`src/rtl/i2cm_pkg.sv`:
```
package i2cm_pkg;
    typedef enum logic [3:0] {
        ST_IDLE, ST_START_SU, ST_START_HD, ST_FETCH, ST_BIT_LOW,
        ST_BIT_HIGH, ST_STOP_LOW, ST_STOP_SU, ST_STOP_HD
    } eng_state_t;

    typedef struct packed {
        logic       last;
        logic [7:0] data;
    } cmd_word_t;

    localparam logic [3:0] IDX_CTRL = 4'd1;
    localparam logic [3:0] IDX_PRE  = 4'd2;
    localparam logic [3:0] IDX_MASK = 4'd3;
    localparam logic [3:0] IDX_QCMD = 4'd4;
    localparam logic [3:0] IDX_STAT = 4'd5;
    localparam logic [3:0] IDX_EVT  = 4'd6;
    localparam logic [3:0] IDX_DATA = 4'd7;
    localparam logic [3:0] IDX_TIME = 4'd8;

    localparam int NUM_EV  = 6;
    localparam int EV_DONE = 0;
    localparam int EV_DNAK = 1;
    localparam int EV_ANAK = 2;
    localparam int EV_ARB  = 3;
    localparam int EV_OVF  = 4;
    localparam int EV_UNF  = 5;
endpackage

```
`src/rtl/i2cm_queue.sv`:
```
module i2cm_queue #(
    parameter int WIDTH = 9,
    parameter int DEPTH = 8
) (
    input  logic             clk,
    input  logic             rst_n,
    input  logic             flush,
    input  logic             push,
    input  logic [WIDTH-1:0] din,
    input  logic             pop,
    output logic [WIDTH-1:0] dout,
    output logic             empty,
    output logic             full,
    output logic [$clog2(DEPTH):0] count
);
    localparam int AW = $clog2(DEPTH);

    logic [WIDTH-1:0] mem [DEPTH];
    logic [AW-1:0]    wptr, rptr;
    logic             do_push, do_pop;

    assign empty   = (count == '0);
    assign full    = (count == (AW+1)'(DEPTH));
    assign do_push = push && !full;
    assign do_pop  = pop && !empty;
    assign dout    = mem[rptr];

    always_ff @(posedge clk or negedge rst_n) begin
        if (!rst_n) begin
            wptr  <= '0;
            rptr  <= '0;
            count <= '0;
        end else if (flush) begin
            wptr  <= '0;
            rptr  <= '0;
            count <= '0;
        end else begin
            if (do_push) wptr <= (wptr == AW'(DEPTH-1)) ? '0 : wptr + 1'b1;
            if (do_pop)  rptr <= (rptr == AW'(DEPTH-1)) ? '0 : rptr + 1'b1;
            count <= count + (AW+1)'(do_push) - (AW+1)'(do_pop);
        end
    end

    always_ff @(posedge clk) begin
        if (do_push && !flush) mem[wptr] <= din;
    end
endmodule

```
`src/rtl/i2cm_prescale.sv`:
```
module i2cm_prescale #(
    parameter int DW = 8
) (
    input  logic          clk,
    input  logic          rst_n,
    input  logic          en,
    input  logic [DW-1:0] div,
    output logic          tick
);
    logic [DW-1:0] cnt;

    assign tick = en && (cnt == div - 1'b1);

    always_ff @(posedge clk or negedge rst_n) begin
        if (!rst_n)             cnt <= '0;
        else if (!en || tick)   cnt <= '0;
        else                    cnt <= cnt + 1'b1;
    end
endmodule

```
`src/rtl/i2cm_engine.sv`:
```
module i2cm_engine
    import i2cm_pkg::*;
#(
    parameter int TW = 8
) (
    input  logic          clk,
    input  logic          rst_n,
    input  logic          en,
    input  logic          tick,
    input  logic          go,
    input  logic          tx_empty,
    input  cmd_word_t     tx_word,
    output logic          tx_pop,
    output logic          rx_push,
    output logic [7:0]    rx_byte,
    input  logic [TW-1:0] t_low,
    input  logic [TW-1:0] t_high,
    input  logic [TW-1:0] t_su,
    input  logic [TW-1:0] t_hd,
    input  logic          scl_i,
    input  logic          sda_i,
    output logic          scl_oe,
    output logic          sda_oe,
    output logic          busy,
    output logic          ev_done,
    output logic          ev_anak,
    output logic          ev_dnak,
    output logic          ev_arb,
    output logic          flush_tx
);
    eng_state_t    state_q, state_d;
    logic [TW-1:0] cnt_q, lim;
    logic [3:0]    bitn_q;
    logic [7:0]    sh_q;
    logic          last_q, is_addr_q, rd_phase_q, rd_req_q;
    logic          cnt_en, elapsed, drive_bit;
    logic          ld_word, shift_en, ack_ok, begin_xfer;

    always_comb begin
        unique case (state_q)
            ST_START_SU, ST_STOP_SU, ST_STOP_HD: lim = t_su;
            ST_START_HD:                         lim = t_hd;
            ST_BIT_HIGH:                         lim = t_high;
            default:                             lim = t_low;
        endcase
    end

    assign cnt_en  = tick && (state_q != ST_BIT_HIGH || scl_i);
    assign elapsed = cnt_en && (({1'b0, cnt_q} + 1'b1) >= {1'b0, lim});

    always_comb begin
        if (bitn_q < 4'd8) drive_bit = rd_phase_q ? 1'b1 : sh_q[7];
        else               drive_bit = rd_phase_q ? last_q : 1'b1;
    end

    // next-state logic
    always_comb begin
        state_d    = state_q;
        ld_word    = 1'b0;
        shift_en   = 1'b0;
        ack_ok     = 1'b0;
        begin_xfer = 1'b0;
        rx_push    = 1'b0;
        ev_done    = 1'b0;
        ev_anak    = 1'b0;
        ev_dnak    = 1'b0;
        ev_arb     = 1'b0;
        flush_tx   = 1'b0;
        if (!en) begin
            state_d = ST_IDLE;
        end else begin
            unique case (state_q)
                ST_IDLE: if (go && !tx_empty) begin
                    begin_xfer = 1'b1;
                    state_d    = ST_START_SU;
                end
                ST_START_SU: if (elapsed) state_d = ST_START_HD;
                ST_START_HD: if (elapsed) state_d = ST_FETCH;
                ST_FETCH: if (!tx_empty) begin
                    ld_word = 1'b1;
                    state_d = ST_BIT_LOW;
                end
                ST_BIT_LOW: if (elapsed) state_d = ST_BIT_HIGH;
                ST_BIT_HIGH: if (elapsed) begin
                    if (bitn_q < 4'd8) begin
                        if (!rd_phase_q && drive_bit && !sda_i) begin
                            ev_arb   = 1'b1;
                            flush_tx = 1'b1;
                            state_d  = ST_IDLE;
                        end else begin
                            shift_en = 1'b1;
                            state_d  = ST_BIT_LOW;
                        end
                    end else if (!rd_phase_q && sda_i) begin
                        ev_anak  = is_addr_q;
                        ev_dnak  = !is_addr_q;
                        flush_tx = 1'b1;
                        state_d  = ST_STOP_LOW;
                    end else begin
                        ack_ok  = 1'b1;
                        rx_push = rd_phase_q;
                        state_d = last_q ? ST_STOP_LOW : ST_FETCH;
                    end
                end
                ST_STOP_LOW: if (elapsed) state_d = ST_STOP_SU;
                ST_STOP_SU:  if (elapsed) state_d = ST_STOP_HD;
                ST_STOP_HD: if (elapsed) begin
                    ev_done = 1'b1;
                    state_d = ST_IDLE;
                end
                default: state_d = ST_IDLE;
            endcase
        end
    end

    // state register and datapath
    always_ff @(posedge clk or negedge rst_n) begin
        if (!rst_n) begin
            state_q    <= ST_IDLE;
            cnt_q      <= '0;
            bitn_q     <= '0;
            sh_q       <= '0;
            last_q     <= 1'b0;
            is_addr_q  <= 1'b0;
            rd_phase_q <= 1'b0;
            rd_req_q   <= 1'b0;
        end else begin
            state_q <= state_d;
            if (state_d != state_q) cnt_q <= '0;
            else if (cnt_en)        cnt_q <= cnt_q + 1'b1;
            if (begin_xfer) begin
                is_addr_q  <= 1'b1;
                rd_phase_q <= 1'b0;
            end
            if (ld_word) begin
                sh_q   <= tx_word.data;
                last_q <= tx_word.last;
                bitn_q <= '0;
                if (is_addr_q) rd_req_q <= tx_word.data[0];
            end
            if (shift_en) begin
                sh_q   <= {sh_q[6:0], sda_i};
                bitn_q <= bitn_q + 1'b1;
            end
            if (ack_ok) begin
                is_addr_q <= 1'b0;
                if (is_addr_q) rd_phase_q <= rd_req_q;
            end
        end
    end

    // outputs
    always_comb begin
        scl_oe = 1'b0;
        sda_oe = 1'b0;
        unique case (state_q)
            ST_START_HD:              sda_oe = 1'b1;
            ST_FETCH, ST_STOP_LOW: begin
                scl_oe = 1'b1;
                sda_oe = 1'b1;
            end
            ST_BIT_LOW: begin
                scl_oe = 1'b1;
                sda_oe = !drive_bit;
            end
            ST_BIT_HIGH:              sda_oe = !drive_bit;
            ST_STOP_SU:               sda_oe = 1'b1;
            default: ;
        endcase
    end

    assign busy    = (state_q != ST_IDLE);
    assign tx_pop  = ld_word;
    assign rx_byte = sh_q;
endmodule

```
`src/rtl/i2c_cmdq_master.sv`:
```
module i2c_cmdq_master
    import i2cm_pkg::*;
#(
    parameter int QDEPTH = 8,
    parameter int PRE_W  = 8,
    parameter int TIME_W = 8
) (
    input  logic        clk,
    input  logic        rst_n,
    input  logic [3:0]  reg_idx,
    input  logic        reg_wr,
    input  logic        reg_rd,
    input  logic [31:0] reg_wdata,
    output logic [31:0] reg_rdata,
    output logic        irq,
    input  logic        scl_i,
    input  logic        sda_i,
    output logic        scl_oe,
    output logic        sda_oe
);
    localparam int CW = $clog2(QDEPTH) + 1;
    localparam int TREG_W = 4 * TIME_W;

    logic              en_q;
    logic [PRE_W-1:0]  pre_q;
    logic [NUM_EV-1:0] mask_q, evt_q, evt_set;
    logic [TREG_W-1:0] time_q;
    logic              ready, tick, busy;
    logic              wr_data, rd_data, wr_qcmd, q_clear, go;
    logic              tx_empty, tx_full, rx_empty, rx_full;
    logic [CW-1:0]     tx_cnt, rx_cnt;
    cmd_word_t         tx_word;
    logic              tx_pop, rx_push;
    logic [7:0]        rx_byte, rx_dout;
    logic              ev_done, ev_anak, ev_dnak, ev_arb, eng_flush;

    assign ready   = en_q && (pre_q != '0);
    assign wr_data = reg_wr && reg_idx == IDX_DATA;
    assign rd_data = reg_rd && reg_idx == IDX_DATA;
    assign wr_qcmd = reg_wr && reg_idx == IDX_QCMD;
    assign q_clear = wr_qcmd && reg_wdata[0];
    assign go      = wr_qcmd && reg_wdata[1];

    i2cm_prescale #(.DW(PRE_W)) u_pre (
        .clk(clk), .rst_n(rst_n), .en(ready), .div(pre_q), .tick(tick)
    );

    i2cm_queue #(.WIDTH(9), .DEPTH(QDEPTH)) u_txq (
        .clk(clk), .rst_n(rst_n), .flush(q_clear || eng_flush),
        .push(wr_data), .din(reg_wdata[8:0]), .pop(tx_pop),
        .dout(tx_word), .empty(tx_empty), .full(tx_full), .count(tx_cnt)
    );

    i2cm_queue #(.WIDTH(8), .DEPTH(QDEPTH)) u_rxq (
        .clk(clk), .rst_n(rst_n), .flush(q_clear),
        .push(rx_push), .din(rx_byte), .pop(rd_data),
        .dout(rx_dout), .empty(rx_empty), .full(rx_full), .count(rx_cnt)
    );

    i2cm_engine #(.TW(TIME_W)) u_eng (
        .clk(clk), .rst_n(rst_n), .en(ready), .tick(tick), .go(go),
        .tx_empty(tx_empty), .tx_word(tx_word), .tx_pop(tx_pop),
        .rx_push(rx_push), .rx_byte(rx_byte),
        .t_low(time_q[TIME_W-1:0]), .t_high(time_q[2*TIME_W-1:TIME_W]),
        .t_su(time_q[3*TIME_W-1:2*TIME_W]), .t_hd(time_q[4*TIME_W-1:3*TIME_W]),
        .scl_i(scl_i), .sda_i(sda_i), .scl_oe(scl_oe), .sda_oe(sda_oe),
        .busy(busy), .ev_done(ev_done), .ev_anak(ev_anak), .ev_dnak(ev_dnak),
        .ev_arb(ev_arb), .flush_tx(eng_flush)
    );

    always_comb begin
        evt_set          = '0;
        evt_set[EV_DONE] = ev_done;
        evt_set[EV_DNAK] = ev_dnak;
        evt_set[EV_ANAK] = ev_anak;
        evt_set[EV_ARB]  = ev_arb;
        evt_set[EV_OVF]  = wr_data && tx_full && !q_clear;
        evt_set[EV_UNF]  = rd_data && rx_empty;
    end

    always_ff @(posedge clk or negedge rst_n) begin
        if (!rst_n) begin
            en_q   <= 1'b0;
            pre_q  <= PRE_W'(8);
            mask_q <= '1;
            time_q <= {4{TIME_W'(20)}};
            evt_q  <= '0;
        end else begin
            if (reg_wr && reg_idx == IDX_CTRL) en_q   <= reg_wdata[0];
            if (reg_wr && reg_idx == IDX_PRE)  pre_q  <= reg_wdata[PRE_W-1:0];
            if (reg_wr && reg_idx == IDX_MASK) mask_q <= reg_wdata[NUM_EV-1:0];
            if (reg_wr && reg_idx == IDX_TIME) time_q <= reg_wdata[TREG_W-1:0];
            if (reg_wr && reg_idx == IDX_EVT)
                evt_q <= (evt_q & ~reg_wdata[NUM_EV-1:0]) | evt_set;
            else
                evt_q <= evt_q | evt_set;
        end
    end

    assign irq = |(evt_q & ~mask_q);

    always_comb begin
        unique case (reg_idx)
            IDX_CTRL: reg_rdata = 32'(en_q);
            IDX_PRE:  reg_rdata = 32'(pre_q);
            IDX_MASK: reg_rdata = 32'(mask_q);
            IDX_STAT: reg_rdata = 32'({rx_full, tx_full, busy, ready, rx_empty, tx_empty});
            IDX_EVT:  reg_rdata = 32'(evt_q);
            IDX_DATA: reg_rdata = 32'(rx_dout);
            IDX_TIME: reg_rdata = 32'(time_q);
            default:  reg_rdata = '0;
        endcase
    end
endmodule

```
`config.mk`:
```
export PLATFORM = sky130hd
export DESIGN_NAME = i2c_cmdq_master
export DESIGN_NICKNAME = d
export VERILOG_FILES = /design/src/rtl/i2cm_pkg.sv /design/src/rtl/i2cm_queue.sv /design/src/rtl/i2cm_prescale.sv /design/src/rtl/i2cm_engine.sv /design/src/rtl/i2c_cmdq_master.sv
export SDC_FILE = /design/constraint.sdc
export NUM_CORES = 1
export LEC_CHECK = 0
export BUFFER_PORTS_ARGS = -buffer_cell sky130_fd_sc_hd__buf_2
export CAP_MARGIN = 10
export CORE_ASPECT_RATIO = 1.75
export CORE_UTILIZATION = 55
export CTS_CLUSTER_DIAMETER = 30
export DETAILED_ROUTE_END_ITERATION = 12
export PLACE_DENSITY = 0.8
export SYNTH_ARGS = -nofsm -noshare
export SYNTH_HDL_FRONTEND = slang
export SYNTH_HIERARCHICAL = 1
export SYNTH_SLANG_ARGS = --single-unit
```
`constraint.sdc`:
```
create_clock -name clk -period 6.5 [get_ports clk]
set_clock_uncertainty 0.15 [all_clocks]
set_input_delay 0.325 -clock clk [delete_from_list [all_inputs] [get_ports clk]]
set_output_delay 0.325 -clock clk [all_outputs]
set_load 0.1 [all_outputs]
```
# After elaboration in Yosys (flattened, before gate mapping)
# Memory sizes are Yosys's and may differ from the RTL's.
# Index checks and enable logic that the tools add are counted.
# op_classes
addsub	13
multipliers	0
n_div	0
magnitude_cmp	2
eq_ne	25
shift	0
muxes	97
n_bitwise	6
n_reduce_logical	59
# op_table
operator	count
32-bit one-hot mux with 7 select lines	1
4-bit two-way mux	16
1-bit two-way mux	57
3-bit two-way mux	14
8-bit two-way mux	5
4-bit one-hot mux with 9 select lines	1
4-bit by 3-bit == test with 1-bit output (second input constant)	8
1-bit logical AND	27
8-bit one-hot mux with 3 select lines	1
8-bit by 1-bit adder with 8-bit output (second input constant)	2
4-bit by 2-bit == test with 1-bit output (second input constant)	4
4-bit == test (second input constant)	4
2-bit nonzero test	7
3-bit by 1-bit adder with 3-bit output (second input constant)	4
6-bit bitwise AND	2
3-bit == test (second input constant)	4
4-bit zero test	3
6-bit NOT	2
6-bit bitwise OR	2
1-bit zero test	11
8-bit by 1-bit adder with 9-bit output (second input constant)	1
9-bit by 8-bit greater-or-equal comparator with 1-bit output	1
4-bit by 1-bit adder with 4-bit output	2
4-bit by 1-bit == test with 1-bit output (second input constant)	2
17 further kinds	21
# totals
ff_bits	109
latchBits	0
mem_bits_rw	136
rom_bits	0
output_inout_bits	35
elab_cells	224
n_memories	2
# mem_list
memory	words	width	read_ports	rd_ports_with_merged_regs	write_ports	line	source
u_txq.mem	8	9	1	0	1	i2cm_queue.sv:18	logic [WIDTH-1:0] mem [DEPTH];
u_rxq.mem	8	8	1	0	1	i2cm_queue.sv:18	

# Longest topological paths before layout
# depth
ltp_word	14
depth_mapped	22
depth_no_buf	21

# By module
# The synthesis kept the hierarchy.
# modules_own_cells
mod	n_inst	cells_each	area_each_um2	seq_area_each_um2
i2cm_queue at u_txq	1	180	3462.1	2412.3
i2cm_queue at u_rxq	1	173	3178.0	2172.1
i2c_cmdq_master	1	215	2792.7	1345.0
i2cm_engine	1	275	2304.7	700.7
i2cm_prescale	1	77	701.9	200.2

# Worst setup path before layout
# No wires, ideal clock.
# synth_path
kind	reg-to-reg
from	register u_eng.state_q[2]
to	memory u_txq.mem[0][0] (enable)
setup_time_ns	0.387
arrival_ns	4.494
slack_ns	1.469
path_stages_with_launch	16
period_less_slack_ns	5.031
cell_sequence	dfrtp_1 -> clkbuf_1 -> clkbuf_1 -> nor4b_2 -> a222oi_1 -> and2_1 -> ha_1 -> and3_1 -> a221oi_1 -> o21a_1 -> a21oi_1 -> nand3_1 -> nor3_1 -> or2_2 -> or4_1 -> nor3_1
# synth_via
elab_chain_cells	13
# synth_rtl
item	line	source
from (decl)	i2cm_engine.sv:31	eng_state_t state_q, state_d;
from (signal assigned)	i2cm_engine.sv:128	state_q <= state_d;
4-bit by 1-bit == test with 1-bit output (tied with other cells)	i2cm_engine.sv:40	unique case (state_q)
3-bit OR reduction	i2cm_engine.sv:40	
8-bit one-hot mux with 3 select lines	i2cm_engine.sv:40	
9-bit by 8-bit greater-or-equal comparator with 1-bit output	i2cm_engine.sv:49	assign elapsed = cnt_en && (({1'b0, cnt_q} + 1'b1) >= {1'b0, lim});
1-bit logical AND	i2cm_engine.sv:49	
1-bit two-way mux	i2cm_engine.sv:84	ST_BIT_HIGH: if (elapsed) begin
1-bit two-way mux (*)	i2cm_engine.sv:72	unique case (state_q)
1-bit two-way mux (*)	i2cm_engine.sv:69	if (!en) begin
net eng_flush	i2c_cmdq_master.sv:35	logic ev_done, ev_anak, ev_dnak, ev_arb, eng_flush;
1-bit logical OR (*)	i2c_cmdq_master.sv:49	.clk(clk), .rst_n(rst_n), .flush(q_clear || eng_flush),
1-bit zero test (*)	i2cm_queue.sv:45	if (do_push && !flush) mem[wptr] <= din;
1-bit logical AND (*)	i2cm_queue.sv:45	
1-bit two-way mux (*)	i2cm_queue.sv:45	
1-bit two-way mux (not written as such) (*)	i2cm_queue.sv:45	
to (decl)	i2cm_queue.sv:18	
# The timed path passes the listed nets; every way through them passes the cells marked *.

# Worst setup path in the final report
# layout_path
from	register u_eng.state_q[2]
to	memory u_txq.mem[2][6] (enable)
# Same word-level chain as after synthesis.

==> qor.yml <==
status:
  outcome: "complete, no violations"
sta:
  slew_headroom: 0.276
  finalSetupViolCount: 0
  finalSetupTns_ns: 0
  finalMaxSlewViolations: 0
  final.setup.worst_slack_ns: 0.694
  worst_pin_slew_ns: 1.08
  post-route-min-period_ns: 5.81
  rsz0062_at_grt: "false"
  fmax_ghz: 0.172
  finalHoldViolCount: 0
  post-route-period-util: 0.893
grt:
  grt_overflow: 0
  grt_max_degree: 74
  grt_pass1_vias: 8387
  grt_pass1_wl_microns: 45500
  track_usage: 0.258
  antenna_found_initial: 0
synth:
  synthMuxAreaShare: 0.148
  yosysTopAreaCell: "edfxtp_1"
  synthTopCellsByArea: "edfxtp_1 (33%), dfrtp_1 (19%), mux4_1 (5.7%), mux2_4 (4.5%), ha_1 (3.2%)"
  synthAdderAreaFrac: 0.0354
  synth_nets: 996
  synthArstFlopShare: 0.445
  synth-seq-cells: 245
  synth_cells: 920
  synth-xor-area-share: 0.0244
  netlist.area_leader.share: 0.328
  yosysSeqAreaShare: 0.549
  syn_avg_cell_area_sq_um: 13.5
  ys_types: 85
  synth_area_sq_um: 12400
  synth_warnings: 6
  synth_top_family_by_area: "multiplexers"
  synth-edff-count: 136
  synth-simple-area-share: 0.125
  synth-main-ff-cell: "edfxtp_1"
  synth-compound-area-share: 0.0867
layout:
  layout.cells.non_filler: 1335
  post-route-util: 0.635
  drive_gt1_frac: 0.233
  syn_to_final_growth_pct: 13.1
  fill_cells: 1634
  nNetsFinal: 1095
critical_path:
  cp-end-kind: "flop"
  r2r-start: "u_eng/state_q[2]$_DFF_PN0_"
  start_kind: "flop"
  path_class: "reg -> reg"
  crit_chain: "nand2b_1, nor3_2, a222oi_1, and2_1, ha_1, a21o_1, a221oi_1, o21a_1, a21oi_1, nand3_1, nor3_1, or2_2, or4_1, nor2_1"
  path_max_fanout: 26
  cp.arrival_ns: 5.82
  slowest_delay_ns: 0.83
  cp-startpoint: "u_eng/state_q[2]$_DFF_PN0_"
  cp_slowest_cell: "dfrtp_1"
  critPathRequiredTime_ns: 6.52
floorplan:
  core.rowCount: 72
  chipWidth_microns: 116
  pin_count: 77
  coreArea_sq_um: 22200
  initial_core_util: 0.561
  fp.dieArea_sq_um: 23200
  die_h_microns: 201
clock_network:
  root_buffer: "clkbuf_16"
  insertion_delay_ns: 0.54
  post-cts-setup-buffers: 0
  clock-sinks: 245
  clockBufferDepth: 3
  cts_buffers: 25
  cts_tree: "built"
  clk_pin_slew_ns: 0.07
  cts_htree_levels: 1
hold_path:
  hold_path_class: "in -> reg"
  hp-start: "reg_wdata[6]"
drt:
  routed_via_density: 6.07
  drt_wl_total_microns: 28700
  drc: 0
  dr.pass1.iters: 10
  drtIter0Drc: 637
  wire_per_inst_microns: 21.5
  vias: 8109
  detail-route-antenna-nets: 0
run:
  maxCapViolations: 0
place:
  hpwl_microns: 20000
  dpl.cell_count: 1262
  place_congestion: 0.894
  place_ws_ns: 0.774
  port_buffers: 76
power:
  peakVddDrop_v: 0.000231
  leakagePower_uw: 0.00604
  power.density_nw_per_um2: 297
## per-layer routing
layer / up-vias / GRT usage / routed length (microns)
met3: 78 / 0.0326 / 1320
met5: - / 0 / 0
met2: 289 / 0.466 / 15400
met4: 0 / 0.130 / 1380
li1: 3701 / - / -
met1: 4041 / 0.294 / 10500
## sequential cells by signal (all words and copies together) (netlist names), 3 cells and up
register and count:
u_txq/wptr 3, u_eng/state_q 4, u_txq/rptr 3, u_rxq/count 4, pre_q 8, u_txq/count 4
u_rxq/wptr 3, u_rxq/rptr 3, mask_q 6, u_txq/mem 72, u_rxq/mem 64, u_eng/cnt_q 8
u_eng/rx_byte 8, u_eng/bitn_q 4, time_q 32, u_pre/cnt 8, evt_q 6
## worst max-delay path, delay by kind of cell, from the launching register on
| kind | cells | cell delay [ns] |
|---|---|---|
| DFF | 1 | 0.83 |
| and+or+nand+nor | 8 | 3.01 |
| AOI/OAI and AO/OA | 5 | 1.14 |
| adders and majority gates | 1 | 0.30 |
## through the flow
step,power [uW],instance area [sq um],hold WS (ns)
6_report,4170,14100,0.00545
5_1_grt,4350,14100,0.00170
4_1_cts,4190,14100,0.00283
3_5_place_dp,2820,13000,0.182
3_3_place_gp,2790,13000,0.177
2_1_floorplan,2610,12400,-0.121
## cell type report
cell class                 count  area [sq um]  area share
antenna                        1          2.50    0.000178
clock buffer                  33           666      0.0473
clock inverter                13           115     0.00818
inverter                      38           143      0.0101
multi-input combinational    597          5230       0.372
sequential                   245          6830       0.485
tap                          296           370      0.0263
timing repair buffer         112           718      0.0510
## logic make-up (layout without fill, tap and decap cells)
family / count (synthesis) / after routing
and+or+nand+nor: 275 / 275
DFF: 245 / 245
AOI/OAI and AO/OA: 146 / 146
muxes: 109 / 109
buffers and inverters: 78 / 196
adders and majority gates: 34 / 34
xor gates and xnor gates: 33 / 33
other: 0 / 1
## path summary, 6_finish.rpt
path	end	slack, ns	depth (start not counted)
worst max-delay path	u_txq/mem[2][6]$_DFFE_PP_	0.69	14
worst min-delay path	u_txq/mem[1][6]$_DFFE_PP_	0.005	1
worst max register to register	u_txq/mem[2][6]$_DFFE_PP_	0.69	14
worst min register to register	evt_q[3]$_DFF_PN0_	0.37	1
max in group asynchronous	time_q[31]$_DFFE_PN0P_	4.74	3
min in group asynchronous	u_eng/state_q[0]$_DFF_PN0_	0.15	2
## where the power goes
group          switching (uW)  internal [uW]
logic                     424            402
clock network             614            744
registers                 209           1780
## what timing repair did
item / CTS / global route
hold buffers: 26 / 0
hold endpoints to repair: 69 / 0
gates resized for setup: 0 / 0
## synth_stat cells (16+ instances only)
library cell    n
edfxtp_1      136
and2_1         36
nand2_1        46
nor2_1         50
xor2_1         16
dfrtp_1        94
ha_1           32
o21ai_0        23
inv_1          38
mux4_1         27
mux2_4         37
clkbuf_1       20
nand3_1        32
a21oi_1        32
nand2b_1       18
nor3_1         17
mux2_2         34
## placed cells by master (no fill, tap or decap), types with 23 or more instances in the layout
| master | n |
|---|---|
| a21oi_1 | 32 |
| and2_1 | 36 |
| buf_2 | 75 |
| clkbuf_16 | 25 |
| dfrtp_1 | 94 |
| dlygate4sd3_1 | 26 |
| edfxtp_1 | 136 |
| ha_1 | 32 |
| inv_1 | 38 |
| mux2_2 | 34 |
| mux2_4 | 37 |
| mux4_1 | 27 |
| nand2_1 | 46 |
| nand3_1 | 32 |
| nor2_1 | 50 |
| o21ai_0 | 23 |
Note: power is estimated with default switching activity, not from simulation.
